<file path="src/rtl/irq_unit_pkg.sv">
package irq_unit_pkg;
  localparam int unsigned OFS_STATUS = 'h04;
  localparam int unsigned OFS_MSET   = 'h08;
  localparam int unsigned OFS_MCLR   = 'h0C;
  localparam int unsigned OFS_MASK   = 'h10;
  localparam int unsigned OFS_THRESH = 'h28;

  typedef enum logic [1:0] {
    RSEL_NONE,
    RSEL_STATUS,
    RSEL_MASK,
    RSEL_THRESH
  } rsel_e;

  typedef struct packed {
    logic stat_w1c;
    logic mask_set;
    logic mask_clr;
    logic thr_wr;
  } wstb_t;
endpackage

</file>
<file path="src/rtl/irq_reg_decode.sv">
module irq_reg_decode
  import irq_unit_pkg::*;
#(
  parameter int unsigned ADDR_W = 8
) (
  input  logic              sel_i,
  input  logic              wr_i,
  input  logic [ADDR_W-1:0] addr_i,
  output wstb_t             wstb_o,
  output rsel_e             rsel_o
);
  localparam logic [ADDR_W-1:0] A_STAT = ADDR_W'(OFS_STATUS);
  localparam logic [ADDR_W-1:0] A_MSET = ADDR_W'(OFS_MSET);
  localparam logic [ADDR_W-1:0] A_MCLR = ADDR_W'(OFS_MCLR);
  localparam logic [ADDR_W-1:0] A_MASK = ADDR_W'(OFS_MASK);
  localparam logic [ADDR_W-1:0] A_THR  = ADDR_W'(OFS_THRESH);

  always_comb begin
    wstb_o = '0;
    rsel_o = RSEL_NONE;
    if (sel_i && wr_i) begin
      wstb_o.stat_w1c = (addr_i == A_STAT);
      wstb_o.mask_set = (addr_i == A_MSET);
      wstb_o.mask_clr = (addr_i == A_MCLR);
      wstb_o.thr_wr   = (addr_i == A_THR);
    end else if (sel_i) begin
      if (addr_i == A_STAT)      rsel_o = RSEL_STATUS;
      else if (addr_i == A_MASK) rsel_o = RSEL_MASK;
      else if (addr_i == A_THR)  rsel_o = RSEL_THRESH;
    end
  end
endmodule

</file>
<file path="src/rtl/irq_status_bank.sv">
module irq_status_bank #(
  parameter int unsigned N = 7
) (
  input  logic         clk_i,
  input  logic         rst_ni,
  input  logic [N-1:0] evt_i,
  input  logic [N-1:0] clr_i,
  output logic [N-1:0] status_o
);
  for (genvar i = 0; i < N; i++) begin : g_bit
    logic bit_q;
    // set dominates clear
    always_ff @(posedge clk_i or negedge rst_ni) begin
      if (!rst_ni)       bit_q <= 1'b0;
      else if (evt_i[i]) bit_q <= 1'b1;
      else if (clr_i[i]) bit_q <= 1'b0;
    end
    assign status_o[i] = bit_q;
  end
endmodule

</file>
<file path="src/rtl/irq_mask_bank.sv">
module irq_mask_bank #(
  parameter int unsigned N = 7
) (
  input  logic         clk_i,
  input  logic         rst_ni,
  input  logic [N-1:0] set_i,
  input  logic [N-1:0] clr_i,
  output logic [N-1:0] mask_o
);
  for (genvar i = 0; i < N; i++) begin : g_bit
    logic bit_q;
    always_ff @(posedge clk_i or negedge rst_ni) begin
      if (!rst_ni)       bit_q <= 1'b0;
      else if (set_i[i]) bit_q <= 1'b1;
      else if (clr_i[i]) bit_q <= 1'b0;
    end
    assign mask_o[i] = bit_q;
  end
endmodule

</file>
<file path="src/rtl/irq_rd_mux.sv">
module irq_rd_mux
  import irq_unit_pkg::*;
#(
  parameter int unsigned N      = 7,
  parameter int unsigned THR_W  = 8,
  parameter int unsigned DATA_W = 32
) (
  input  rsel_e              rsel_i,
  input  logic [N-1:0]       status_i,
  input  logic [N-1:0]       mask_i,
  input  logic [THR_W-1:0]   thr_i,
  output logic [DATA_W-1:0]  rdata_o
);
  always_comb begin
    unique case (rsel_i)
      RSEL_STATUS: rdata_o = DATA_W'(status_i);
      RSEL_MASK:   rdata_o = DATA_W'(mask_i);
      RSEL_THRESH: rdata_o = DATA_W'(thr_i);
      default:     rdata_o = '0;
    endcase
  end
endmodule

</file>
<file path="src/rtl/spi_irq_unit.sv">
module spi_irq_unit
  import irq_unit_pkg::*;
#(
  parameter int unsigned NUM_SRC = 7,
  parameter int unsigned ADDR_W  = 8,
  parameter int unsigned DATA_W  = 32,
  parameter int unsigned THR_W   = 8,
  parameter int unsigned THR_RST = 1
) (
  input  logic              clk_i,
  input  logic              rst_ni,
  input  logic              sel_i,
  input  logic              wr_i,
  input  logic [ADDR_W-1:0] addr_i,
  input  logic [DATA_W-1:0] wdata_i,
  output logic [DATA_W-1:0] rdata_o,
  input  logic [NUM_SRC-1:0] evt_i,
  output logic [THR_W-1:0]  thresh_o,
  output logic              irq_o
);
  localparam int unsigned HI = (NUM_SRC > THR_W) ? NUM_SRC : THR_W;

  wstb_t               wstb;
  rsel_e               rsel;
  logic [NUM_SRC-1:0]  wbits;
  logic [NUM_SRC-1:0]  status_q;
  logic [NUM_SRC-1:0]  mask_q;
  logic [THR_W-1:0]    thr_q;
  logic                wdata_unused;

  assign wbits        = wdata_i[NUM_SRC-1:0];
  assign wdata_unused = ^wdata_i[DATA_W-1:HI];

  irq_reg_decode #(.ADDR_W(ADDR_W)) i_dec (
    .sel_i  (sel_i),
    .wr_i   (wr_i),
    .addr_i (addr_i),
    .wstb_o (wstb),
    .rsel_o (rsel)
  );

  irq_status_bank #(.N(NUM_SRC)) i_stat (
    .clk_i    (clk_i),
    .rst_ni   (rst_ni),
    .evt_i    (evt_i),
    .clr_i    (wstb.stat_w1c ? wbits : '0),
    .status_o (status_q)
  );

  irq_mask_bank #(.N(NUM_SRC)) i_mask (
    .clk_i  (clk_i),
    .rst_ni (rst_ni),
    .set_i  (wstb.mask_set ? wbits : '0),
    .clr_i  (wstb.mask_clr ? wbits : '0),
    .mask_o (mask_q)
  );

  always_ff @(posedge clk_i or negedge rst_ni) begin
    if (!rst_ni)          thr_q <= THR_W'(THR_RST);
    else if (wstb.thr_wr) thr_q <= wdata_i[THR_W-1:0];
  end

  irq_rd_mux #(.N(NUM_SRC), .THR_W(THR_W), .DATA_W(DATA_W)) i_rd (
    .rsel_i   (rsel),
    .status_i (status_q),
    .mask_i   (mask_q),
    .thr_i    (thr_q),
    .rdata_o  (rdata_o)
  );

  assign thresh_o = thr_q;
  assign irq_o    = |(status_q & mask_q);
endmodule

</file>
<file path="config.mk">
export PLATFORM = sky130hd
export DESIGN_NAME = spi_irq_unit
export DESIGN_NICKNAME = d
export VERILOG_FILES = /design/src/rtl/irq_unit_pkg.sv /design/src/rtl/irq_reg_decode.sv /design/src/rtl/irq_status_bank.sv /design/src/rtl/irq_mask_bank.sv /design/src/rtl/irq_rd_mux.sv /design/src/rtl/spi_irq_unit.sv
export SDC_FILE = /design/constraint.sdc
export NUM_CORES = 1
export LEC_CHECK = 0
export BUFFER_PORTS_ARGS = -buffer_cell sky130_fd_sc_hd__buf_4
export CAP_MARGIN = 20
export CORE_MARGIN = 2
export CORE_UTILIZATION = 25
export DETAILED_ROUTE_END_ITERATION = 6
export MAX_ROUTING_LAYER = met4
export PLACE_DENSITY = 0.55
export SETUP_SLACK_MARGIN = 0.05
export SYNTH_ARGS = -nofsm -noshare
export SYNTH_HDL_FRONTEND = slang
export SYNTH_HIERARCHICAL = 1
export SYNTH_SLANG_ARGS = --single-unit
</file>
<file path="constraint.sdc">
create_clock -name clk_i -period 3.35 [get_ports clk_i]
set_clock_uncertainty 0.1 [all_clocks]
set_input_delay 0.8375 -clock clk_i [delete_from_list [all_inputs] [get_ports clk_i]]
set_output_delay 0.8375 -clock clk_i [all_outputs]
set_load 0.005 [all_outputs]
</file>
==> results.sh <==
export IMPL_setup_violations=7
export IMPL_grt_pass1_vias=1095
export IMPL_maxSlewViolCount=0
export IMPL_finalNonFillerCells=274
export IMPL_dp_cells=270
export IMPL_relSlewSlack_pct=60.17
export IMPL_yosysSeqAreaShare_pct=34.56
export IMPL_die_x_um=83.92
export IMPL_min_path_type="in2async"
export IMPL_yosysUniqueCellTypes=30
export IMPL_yosysWarnings=6
export IMPL_critical_path_class="in2out"
export IMPL_fmax_mhz=284.8
export IMPL_tns_ns=-1.044
export IMPL_drtIter0Drc=21
export IMPL_synth_most_common_cell="buf_4"
export IMPL_power_leakage_nw=0.9501
export IMPL_die_height_um=83.92
export IMPL_clk_pin_slew_ns=0.09
export IMPL_yosys_area_top_type="dfrtp_1"
export IMPL_cp_top_family="simple AND/OR/NAND/NOR gates"
export IMPL_setup_ws_ns=-0.1617
export IMPL_peakVddDrop_v=0.0002924
export IMPL_critical_path_max_stage_delay_ns=0.56
export IMPL_fin_area_mm2=0.001977
export IMPL_die_area_mm2=0.007042
export IMPL_netlist_instances=158
export IMPL_synth_top_area_share_pct=32.92
export IMPL_power_mw=0.5960
export IMPL_globalplace_congestion=0.7399
export IMPL_totalWireLength_um=3320
export IMPL_clockRootBuffer="clkbuf_8"
export IMPL_antenna_found_initial=0
export IMPL_core_area_mm2=0.006277
export IMPL_grt_total_usage_pct=10.05
export IMPL_path_buf_inv=3
export IMPL_nNetsFinal=249
export IMPL_synth_area_leaders="dfrtp_1 33%, buf_4 18%, mux2_4 8.5%"
export IMPL_synth_edff_count=0
export IMPL_clk_path_buf_depth=2
export IMPL_synth_top_cells_by_count="38 x buf_4, 21 x and2_1, 21 x dfrtp_1"
export IMPL_insertion_delay_ns=0.26
export IMPL_first_pass_iters=4
export IMPL_hpwl_um=2588
export IMPL_path_cells="buf_6 > or4_4 > nor4_4 > buf_6 > mux2_2 > a22o_1 > buf_4"
export IMPL_grt_pass1_wl_um=5437
export IMPL_tightest_slew_ns=0.5952
export IMPL_numCtsBuffers=3
export IMPL_routedWlPerCell_um=12.12
export IMPL_hold_viol=0
export IMPL_power_density_mw_per_mm2=301.5
export IMPL_maxCapViolCount=0
export IMPL_netlist_area_mm2=0.001597
export IMPL_cp_arrival_ns=2.57
export IMPL_final_layout_size_suffix_gt1_share_pct=39.59
export IMPL_required_ns=2.41
export IMPL_pin_count=92
export IMPL_timing_final_crit_share_pct=104.8
export IMPL_viasPerCell=3.993
export IMPL_violations="negative setup slack"
export IMPL_grt_start_max_net_pins=23
export IMPL_synth_seq_cells=22
export IMPL_crit_fanout=9
export IMPL_hold_slack_ns=0.3464
export IMPL_start_kind="primary input"
export IMPL_synthFlopType="dfrtp_1"
export IMPL_grt_overflow=0
export IMPL_area_growth_pct=23.82
export IMPL_rsz0062_at_grt="yes"
export IMPL_synthArstFlopShare_pct=100.0
export IMPL_endpoint_kind="output port"
export IMPL_crit_top_cell="buf_6"
export IMPL_cts_repair_timing_setup_buffer_count=0
export IMPL_synth_avg_cell_area_um2=10.10
export IMPL_initial_core_util_pct=25.43
export IMPL_cts_sinks=22
export IMPL_drc=0
export IMPL_rrSetupSlack_ns=2.47
export IMPL_via_count=1094
export IMPL_place_area_mm2=0.001873
export IMPL_status="finished, violations left"
export IMPL_cts_max_level=1
export IMPL_period_needed_ns=3.512
export IMPL_cts_tree="yes"
export IMPL_num_antenna_cells=0
export IMPL_postRouteAntennaNets=0
export IMPL_cp_slowest_cell="or4_4"
export IMPL_port_buffers=43
export IMPL_rows=29
-- registers in the layout (all words and copies together), names as in the netlist --
signal	flops
i_mask/g_bit.bit_q	7
thresh_o	8
i_stat/g_bit.bit_q	7
-- report_power, final --
group          internal [mW]  total (mW)  switching, mW
logic                 0.0394      0.0711         0.0317
clock network          0.160       0.250         0.0907
registers              0.271       0.274        0.00397
total                  0.470       0.596          0.126
-- cell type report --
type,count,area [um2]
Clock buffer,3,41.29
Clock inverter,1,30.03
Fill cell,646,4300
Inverter,14,52.55
Multi-Input combinational cell,103,780.7
Sequential cell,22,551.8
Tap cell,77,96.34
Timing Repair Buffer,54,424.2
-- layer usage --
metal | vias up | part of all wire, % | global-route usage [%]
met2 | 43 | 48 | 16.15
met3 | 2 | 4.9 | 2.176
met1 | 507 | 46 | 12.87
li1 | 542 | - | -
met5 | - | 0 | -
met4 | 0 | 1.1 | 2.639
-- worst paths after layout --
| path | depth (start not counted) | from | endpoint |
|---|---|---|---|
| setup / recovery | 7 | addr_i[1] | rdata_o[2] |
| hold / removal | 1 | rst_ni | thresh_o[4] |
| setup reg to reg | 1 | thresh_o[2] | thresh_o[2] |
| hold reg to reg | 1 | i_mask/g_bit[1].bit_q | i_mask/g_bit[1].bit_q |
| max in group asynchronous | 1 | rst_ni | thresh_o[0] |
| min in group clk_i | 1 | i_mask/g_bit[1].bit_q | i_mask/g_bit[1].bit_q |
-- cells by family (layout without fill, tap and decap cells) --
group / count (synthesis) / in the layout / synth area share, %
buf+inv: 56 / 72 / 23.20
compound gates: 26 / 26 / 14.03
flops: 22 / 22 / 34.56
simple gates: 38 / 38 / 15.28
mux: 15 / 15 / 12.70
other cells: 1 / 24 / 0.2349
-- per-stage QoR --
step,util (%),worst slack (ns)
after detailed placement,29.84,-0.2277
final,31.49,-0.1617
after CTS,31.29,-0.2135
after global routing,31.49,-0.2255
after global placement,29.84,-0.2759
after floorplan,-,0.09193
-- layout by cell type, fill, tap and decap left out --
cell type,count
nor2_1,2
dfrtp_1,21
mux2_2,6
dfstp_2,1
nor4b_1,1
and2_1,21
nor4_4,1
or4_4,1
nor3b_1,1
a222oi_1,1
nand2b_1,1
a21oi_1,1
nor3_1,2
nand2_1,1
mux2_4,9
a21o_1,14
a2111oi_4,1
nand4bb_1,1
buf_6,5
nand3_1,1
and3_4,1
buf_4,49
nand3b_1,1
clkbuf_8,3
or3b_1,1
inv_1,14
a22o_1,7
conb_1,24
bufinv_16,1
a22oi_1,2
nor2b_1,2
-- timing repair --
action	CTS	global route
gates resized for setup	5	2
cloned	0	0
hold buffers	0	0
setup endpoints to repair	8	8
endpoints found under the hold margin	0	0
(Power assumes the default switching activity.)
